$ cat src/rtl/exc_sequencer.sv
module exc_sequencer #(
  parameter int AW  = 32,
  parameter int SRW = 16
) (
  input  logic           clk,
  input  logic           rst_n,
  input  logic           fetch_req,
  input  logic [AW-1:0]  fetch_addr,
  input  logic [AW-1:0]  instr_addr,
  input  logic [AW-1:0]  next_pc,
  input  logic           retire_busy,
  input  logic           req_div0,
  input  logic           req_bounds,
  input  logic           req_cond,
  input  logic           req_swtrap,
  input  logic [3:0]     swtrap_num,
  input  logic           bus_err,
  input  logic [AW-1:0]  bus_err_addr,
  input  logic [SRW-1:0] sr_in,
  input  logic           stk_done,
  output logic           fetch_suppress,
  output logic           stk_start,
  output logic [7:0]     vec_num,
  output logic [9:0]     vec_off,
  output logic [SRW-1:0] sr_new,
  output logic [SRW-1:0] sr_saved,
  output logic [AW-1:0]  pc_save,
  output logic [AW-1:0]  fault_addr,
  output logic           in_exc,
  output logic           halted
);
  localparam int S_BIT  = 13;
  localparam int T1_BIT = 15;
  localparam int T0_BIT = 14;
  localparam logic [SRW-1:0] RST_SR = SRW'(16'h2700);
  localparam logic [SRW-1:0] S_MASK = SRW'(1) << S_BIT;
  localparam logic [SRW-1:0] T_MASK = (SRW'(1) << T1_BIT) | (SRW'(1) << T0_BIT);

  typedef enum logic [1:0] {ST_IDLE, ST_ACT, ST_HALT} state_t;
  typedef enum logic [1:0] {K_RST, K_BUS, K_ADDR, K_TRAP} kind_t;

  state_t st;
  kind_t  kind, n_kind;
  logic   rs_pend, be_pend, ae_pend, start_q;
  logic [AW-1:0]  be_addr, be_iaddr, ae_addr, ae_iaddr;
  logic [7:0]     vec_q, n_vec, trap_vec;
  logic [SRW-1:0] srn_q, srs_q, n_srn;
  logic [AW-1:0]  pc_q, fa_q, n_pc, n_fa;

  wire odd_fetch = fetch_req && fetch_addr[0];
  wire any_trap  = req_div0 | req_bounds | req_cond | req_swtrap;
  wire idle      = (st == ST_IDLE);
  wire critical  = (kind != K_TRAP);
  wire dbl       = (st == ST_ACT) && critical && (bus_err || odd_fetch);
  wire go_rst    = idle && rs_pend;
  wire go_bus    = idle && !rs_pend && be_pend;
  wire go_trap   = idle && !rs_pend && !be_pend && any_trap;
  wire go_addr   = idle && !rs_pend && !be_pend && !any_trap && ae_pend && !retire_busy;
  wire go_any    = go_rst | go_bus | go_trap | go_addr;
  wire [SRW-1:0] sr_mod = (sr_in | S_MASK) & ~T_MASK;

  assign fetch_suppress = odd_fetch;
  assign stk_start  = start_q;
  assign vec_num    = vec_q;
  assign vec_off    = {vec_q, 2'b00};
  assign sr_new     = srn_q;
  assign sr_saved   = srs_q;
  assign pc_save    = pc_q;
  assign fault_addr = fa_q;
  assign in_exc     = (st == ST_ACT);
  assign halted     = (st == ST_HALT);

  always_comb begin
    if (req_div0)        trap_vec = 8'd5;
    else if (req_bounds) trap_vec = 8'd6;
    else if (req_cond)   trap_vec = 8'd7;
    else                 trap_vec = {4'b0010, swtrap_num};
  end

  always_comb begin
    n_kind = K_TRAP;
    n_vec  = trap_vec;
    n_srn  = sr_mod;
    n_pc   = next_pc;
    n_fa   = instr_addr;
    if (go_rst) begin
      n_kind = K_RST;  n_vec = 8'd0; n_srn = RST_SR; n_pc = '0; n_fa = '0;
    end else if (go_bus) begin
      n_kind = K_BUS;  n_vec = 8'd2; n_pc = be_iaddr; n_fa = be_addr;
    end else if (go_addr) begin
      n_kind = K_ADDR; n_vec = 8'd3; n_pc = ae_iaddr; n_fa = {ae_addr[AW-1:1], 1'b0};
    end
  end

  always_ff @(posedge clk or negedge rst_n) begin
    if (!rst_n) begin
      st <= ST_IDLE;  kind <= K_RST;
      rs_pend <= 1'b1; be_pend <= 1'b0; ae_pend <= 1'b0; start_q <= 1'b0;
      be_addr <= '0; be_iaddr <= '0; ae_addr <= '0; ae_iaddr <= '0;
      vec_q <= '0; srn_q <= '0; srs_q <= '0; pc_q <= '0; fa_q <= '0;
    end else begin
      start_q <= 1'b0;
      if (go_rst)  rs_pend <= 1'b0;
      if (go_bus)  be_pend <= 1'b0;
      if (go_addr) ae_pend <= 1'b0;
      if (bus_err && !dbl && st != ST_HALT) begin
        be_pend  <= 1'b1;
        be_addr  <= bus_err_addr;
        be_iaddr <= instr_addr;
      end
      if (odd_fetch && !ae_pend && !dbl && st != ST_HALT) begin
        ae_pend  <= 1'b1;
        ae_addr  <= fetch_addr;
        ae_iaddr <= instr_addr;
      end
      case (st)
        ST_IDLE: if (go_any) begin
          st <= ST_ACT;  kind <= n_kind;  start_q <= 1'b1;
          vec_q <= n_vec; srn_q <= n_srn; srs_q <= sr_in; pc_q <= n_pc; fa_q <= n_fa;
        end
        ST_ACT: begin
          if (dbl)           st <= ST_HALT;
          else if (stk_done) st <= ST_IDLE;
        end
        default: st <= ST_HALT;
      endcase
    end
  end

  assert_start_pulse_R9: assert property (@(posedge clk) disable iff (!rst_n)
    stk_start |=> !stk_start);
  assert_busy_hold_R9: assert property (@(posedge clk) disable iff (!rst_n)
    in_exc && !stk_done |=> in_exc || halted);
  assert_halt_sticky_R11: assert property (@(posedge clk) disable iff (!rst_n)
    halted |=> halted);
  assert_halt_quiet_R11: assert property (@(posedge clk) disable iff (!rst_n)
    halted |-> !stk_start && !in_exc);
  assert_sr_mode_R2: assert property (@(posedge clk) disable iff (!rst_n)
    stk_start |-> sr_new[S_BIT] && !sr_new[T1_BIT] && !sr_new[T0_BIT]);
  assert_even_fault_R5: assert property (@(posedge clk) disable iff (!rst_n)
    stk_start && vec_num == 8'd3 |-> !fault_addr[0]);
  assert_retire_wait_R6: assert property (@(posedge clk) disable iff (!rst_n)
    $rose(in_exc) && vec_num == 8'd3 |-> !$past(retire_busy));
endmodule

$ cat config.mk
export PLATFORM = sky130hd
export DESIGN_NAME = exc_sequencer
export DESIGN_NICKNAME = d
export VERILOG_FILES = /design/src/rtl/exc_sequencer.sv
export SDC_FILE = /design/constraint.sdc
export NUM_CORES = 1
export LEC_CHECK = 0
export BUFFER_PORTS_ARGS = -buffer_cell sky130_fd_sc_hd__buf_4
export CORE_UTILIZATION = 44
export CTS_CLUSTER_SIZE = 30
export DETAILED_ROUTE_END_ITERATION = 8
export PLACE_DENSITY = 0.68
export REMOVE_ABC_BUFFERS = 1
export SLEW_MARGIN = 10
export SYNTH_ARGS = -nofsm -noshare
export SYNTH_HDL_FRONTEND = slang
export SYNTH_SLANG_ARGS = --single-unit
$ cat constraint.sdc
create_clock -name clk -period 2.3 [get_ports clk]
set_input_delay 0.23 -clock clk [delete_from_list [all_inputs] [get_ports clk]]
set_output_delay 0.23 -clock clk [all_outputs]
set_load 0.005 [all_outputs]
# Word-level counts from Yosys, hierarchy flattened
# Cells that the tools add are included.
[word_totals]
regBits = 240
in_bits = 158
out_inout_bits = 118
[op_classes]
n_eq_ne = 6
n_mux = 26
n_bitwise = 6
reduce_logical = 28
[op_table]
columns = ["op", "count"]
rows = [
  ["$mux 32", 6],
  ["$mux 8", 5],
  ["$logic_and 1x1->1", 16],
  ["$mux 13", 1],
  ["$mux 2", 5],
  ["$mux 1", 7],
  ["$logic_not 1->1", 6],
  ["$mux 6", 1],
  ["$or 1x1->1", 6],
  ["$ne 2x2->1 const B", 2],
  ["$pmux 2 s2", 1],
  ["$reduce_and 2->1", 2],
  ["$reduce_bool 2->1", 2],
  ["$ne 3x2->1 const B", 1],
  ["$eq 2x1->1 const B", 1],
  ["$eq 2x2->1 const B", 1],
  ["$logic_not 2->1", 1],
  ["$ne 2x1->1 const B", 1],
  ["$logic_or 1x1->1", 1],
]

# Depth between registers and ports, before layout
[depth]
word_depth = 10
mapped_depth = 7
ltp_nobuf = 5

# Worst setup path before layout
# OpenSTA, ideal clock, no wires.
[synth_timing]
path_type = "flip-flop to flip-flop"
startpoint = "register st[0]"
endpoint = "register ae_addr[10]"
setup_time_ns = 0.125
arrival_ns = 1.616
required_ns = 2.175
path_slack_ns = 0.560
stages_incl_launch_ff = 8
path_buffers = 3
period_less_slack_ns = 1.740
path_cell_list = "dfrtp_1 -> buf_4 -> and2b_1 -> a21oi_1 -> and3b_1 -> buf_4 -> buf_6 -> mux2_2"
[synth_via]
elab_chain_len = 6
[synth_lines]
columns = ["element", "line_no", "text"]
rows = [
  ["start: declaration", "42", "state_t st;"],
  ["start signal: assignment", "97", "st <= ST_IDLE; kind <= K_RST;"],
  ["start signal: assignment", "118", "st <= ST_ACT; kind <= n_kind; start_q <= 1'b1;"],
  ["start signal: assignment", "122", "if (dbl) st <= ST_HALT;"],
  ["$eq 2x1->1", "--", ""],
  ["via in_exc", "29", "output logic in_exc,"],
  ["$logic_and 1x1->1 (2 in series)", "54", "wire dbl = (st == ST_ACT) && critical && (bus_err || odd_fetch);"],
  ["$logic_not 1->1", "111", "if (odd_fetch && !ae_pend && !dbl && st != ST_HALT) begin"],
  ["$logic_and 1x1->1 (2 in series)", "111", ""],
  ["end signal: assignment", "113", "ae_addr <= fetch_addr;"],
  ["end: declaration", "45", "logic [AW-1:0] be_addr, be_iaddr, ae_addr, ae_iaddr;"],
]
# The timed path passes the listed nets, and every way through them passes these cells.
# A chain may end at the register's enable or synchronous reset.

# Final worst setup path
[layout_timing]
startpoint = "register st[1]"
endpoint = "register ae_iaddr[7]"
[layout_via]
elab_chain_len = 6
[layout_lines]
columns = ["element", "line_no", "text"]
rows = [
  ["$eq 2x1->1", "54", ""],
  ["$logic_and 1x1->1 (2 in series)", "54", ""],
  ["$logic_not 1->1", "111", ""],
  ["$logic_and 1x1->1", "111", ""],
  ["$logic_and 1x1->1 (*)", "111", ""],
  ["end signal: assignment", "114", "ae_iaddr <= instr_addr;"],
  ["end: declaration", "45", ""],
]
# Every way passes the cells marked *; elsewhere a longest branch is shown, timed or not.

==> summary.txt <==
Worst setup path
  – Worst Path Buf+Inv: 1
  – Worst EP required: around 2.7 ns
  – CP max stage delay: between 0.5 and 0.6 ns
  – CP arrival: around 2.5 ns
  – Worst setup SP type: flop
  – Worst R2R Start: st[1]$_DFFE_PN0P_
  – Reg-to-reg endpoint: ae_iaddr[7]$_DFFE_PN0P_
  – Worst-path maximum fanout: 26
  – Flop2flop setup slack: approximately 0.19 ns
  – CP endpoint kind: flop
  – Crit path cell chain: and2b_1 > a21oi_1 > and3b_4 > buf_12 > mux2_2
  – Delay-heaviest family, CP: simple AND/OR/NAND/NOR gates
  – Crit Path Class: flop to flop
  – Slowest CP cell: dfrtp_1
  – R2r worst-path depth: 5

Drt
  – Post-Route WL: between 20000 and 30000 um
  – Initial DRC count: around 480
  – Via/cell ratio: roughly 5.3
  – Number of iterations in the first detailed-routing pass: 5
  – Vias post-DR: about 8400
  – DRT antenna net count: 0
  – WL/cell: 18.5 um
  – DRC violations left: 0

Pwr
  – Switching pwr: just over 0.005 W
  – Comb power frac: 0.317
  – Flop pwr share: 0.428
  – Pwr Density: roughly 1100 nW/um2
  – Sw Share: 0.305
  – Power share of the clock group: 0.255
  – Internal power: approximately 0.012 W
  – Leak: a little under 7 nW
  – Maximum vdd ir drop: ~760 uV

Placed design
  – Placed inst area: ~13000 um2
  – Port-buffer cells: ~270
  – Final HPWL DP: between 15000 and 20000 um
  – Routability cong.: around 0.79

Layout
  – Nets: 1420
  – Fill cells: roughly 1800
  – Commonest non-fill, non-tap cell in the layout: buf_4
  – Area grow syn2layout: 41.1%
  – Most frequent cells in the layout: 277 x buf_4, 233 x dfrtp_1, 127 x mux2_2
  – Post-route core utilization: 0.634
  – Layout cells sized above 1: 0.418
  – Design Area, Final: approximately 15000 um2

Synth
  – Netlist Area Pre-Place: approximately 11000 um2
  – Syn Area/Cell: 11.7 um2
  – Synth top area share: 0.553
  – Yosys cell types: 42
  – Synth warn: 0
  – Mapped Cells: approximately 900
  – EDFF count, synth: 0
  – Yosys reg bits: around 230
  – Synth area leader: dfrtp_1
  – Most area-consuming cells after synthesis: dfrtp_1 55%, mux2_2 14%, nor3_1 5.3%, o31ai_2 4.7%, nand2_1 4.5%
  – Synth async-reset ratio: 1.00
  – Top_reg_cell synth: dfrtp_1
  – Register area share after synthesis: 0.556

Global routing
  – GRT Overall Usage: 0.246
  – Vias in the first global route: a little under 9000
  – Antenna violations before repair: 3
  – Largest net degree at the start of global routing: 88
  – First-pass GRT wire length: roughly 47000 um
  – Total gr overflow: 0

Die
  – Die Wd: approximately 160 um
  – # rows: 56
  – Vert. Die Dim: between 150 and 200 um
  – Die ar.: 24600 um2
  – Ports: 276
  – Starting Density: 0.449
  – Core Region: around 23000 um2

Clock network
  – Setup bufs post-CTS: 0
  – H-tree lvl count: 1
  – Worst-path clk slew: approximately 0.060 ns
  – CTS buffer count: 27
  – Worst-Skew Late Latency: approximately 0.53 ns
  – CTS tree: yes
  – Root buffer cell: clkbuf_16
  – CTS Sinks: ~230
  – Clock buffer depth: 3

STA
  – RSZ-0062 raised after global routing: no
  – Final hold vios: 0
  – Fmax: approximately 470 MHz
  – Final period util: 0.916
  – WHS: approximately 0.046 ns
  – Slew at the pin with the worst max-slew slack: about 0.85 ns
  – Relative slew slack: 0.436
  – Setup violators final: 0
  – Final clock skew: between 0.015 and 0.02 ns
  – Final count of pins violating max slew: 0
  – Minimum clock period: ~2.1 ns
  – Fin Setup TNS: 0 ns

Run status
  – Status: complete, no violations

Hold path
  – Hold Crit Depth: 3
  – Worst hold path endpoint: st[0]$_DFFE_PN0P_
  – HP Class: input pin to flop
  – Hold path start: bus_err

Flow run
  – Max cap viols: 0
cells in the mapped netlist, types with 11 or more instances:
cell type  number
a21oi_1        11
buf_2          32
buf_4          18
buf_6          20
clkbuf_1       15
dfrtp_1       233
mux2_2        127
nand2_1       126
nor2_1         23
nor3_1        112
nor3_2         16
o21ai_0        28
o21ai_1        40
o31ai_1        23
o31ai_2        40
registers in the layout, indices dropped and copies added (netlist names), 2 cells and up:
name	cells
ae_addr	31
sr_new	14
st	2
ae_iaddr	32
kind	2
pc_save	32
vec_num	5
sr_saved	16
fault_addr	32
be_iaddr	32
be_addr	32
routing by layer:
metal  track usage  part of all wire  vias up
met3        0.0562             0.067       43
li1              -                 -     3904
met1         0.316              0.43     4190
met5             0           0.00044        -
met2         0.417              0.48      282
met4        0.0677             0.022        2
area by class of cell:
type                    count  area, um2  area share
multi-input cells         588       4140       0.278
inverters                   3       11.3    0.000757
diodes                      2       5.00    0.000336
flip-flops and latches    234       5860       0.394
well taps                 319        399      0.0268
repair buffers            408       3560       0.239
clock inverters            14        155      0.0104
clock buffers              34        752      0.0506
power by group through the flow:
| stage | clock (W) | combinational (W) | sequential, W |
|---|---|---|---|
| finish | 0.00432 | 0.00536 | 0.00724 |
| global route | 0.00461 | 0.00589 | 0.00749 |
| CTS | 0.00443 | 0.00539 | 0.00723 |
| detailed placement | 0 | 0.00521 | 0.00728 |
| global placement | 0 | 0.00506 | 0.00721 |
| floorplan | 0 | 0.00273 | 0.00707 |
per-stage QoR:
step | instances | power (W) | worst slack [ns]
3_5_place_dp | 1438 | 0.0125 | 0.221
5_1_grt | 1602 | 0.0180 | 0.0869
2_1_floorplan | 825 | 0.00981 | -1.74
6_report | 1602 | 0.0169 | 0.193
3_3_place_gp | 1438 | 0.0123 | 0.285
4_1_cts | 1600 | 0.0170 | 0.196
how the worst max path moves through the flow:
stage                                   start                 endpoint  depth (start not counted)
after floorplan           be_pend$_DFFE_PN0P_   sr_new[10]$_DFFE_PN0P_                          4
after global placement      st[1]$_DFFE_PN0P_  ae_addr[16]$_DFFE_PN0P_                          5
after detailed placement    st[1]$_DFFE_PN0P_  ae_addr[15]$_DFFE_PN0P_                          5
after CTS                   st[1]$_DFFE_PN0P_  ae_iaddr[7]$_DFFE_PN0P_                          5
after global routing        st[1]$_DFFE_PN0P_  ae_addr[18]$_DFFE_PN0P_                          5
final                       st[1]$_DFFE_PN0P_  ae_iaddr[7]$_DFFE_PN0P_                          5
worst min-delay path, stage by stage:
cell and delay [ns]:
buf_4 0.10, o21a_1 0.14, o41ai_1 0.07
cells by family (layout without fill, tap and decap cells):
logic type / Yosys count / count (layout) / share of synthesized area
buf+inv: 90 / 459 / 0.0576
simple gates: 295 / 295 / 0.137
flops: 234 / 234 / 0.556
other cells: 1 / 12 / 0.000356
mux: 127 / 127 / 0.136
compound gates: 156 / 156 / 0.114
repair_timing:
item,4_1_cts,5_1_grt
endpoints found under the hold margin,216,0
hold buffers,114,0
resized for setup,0,0
(Power assumes the default switching activity.)
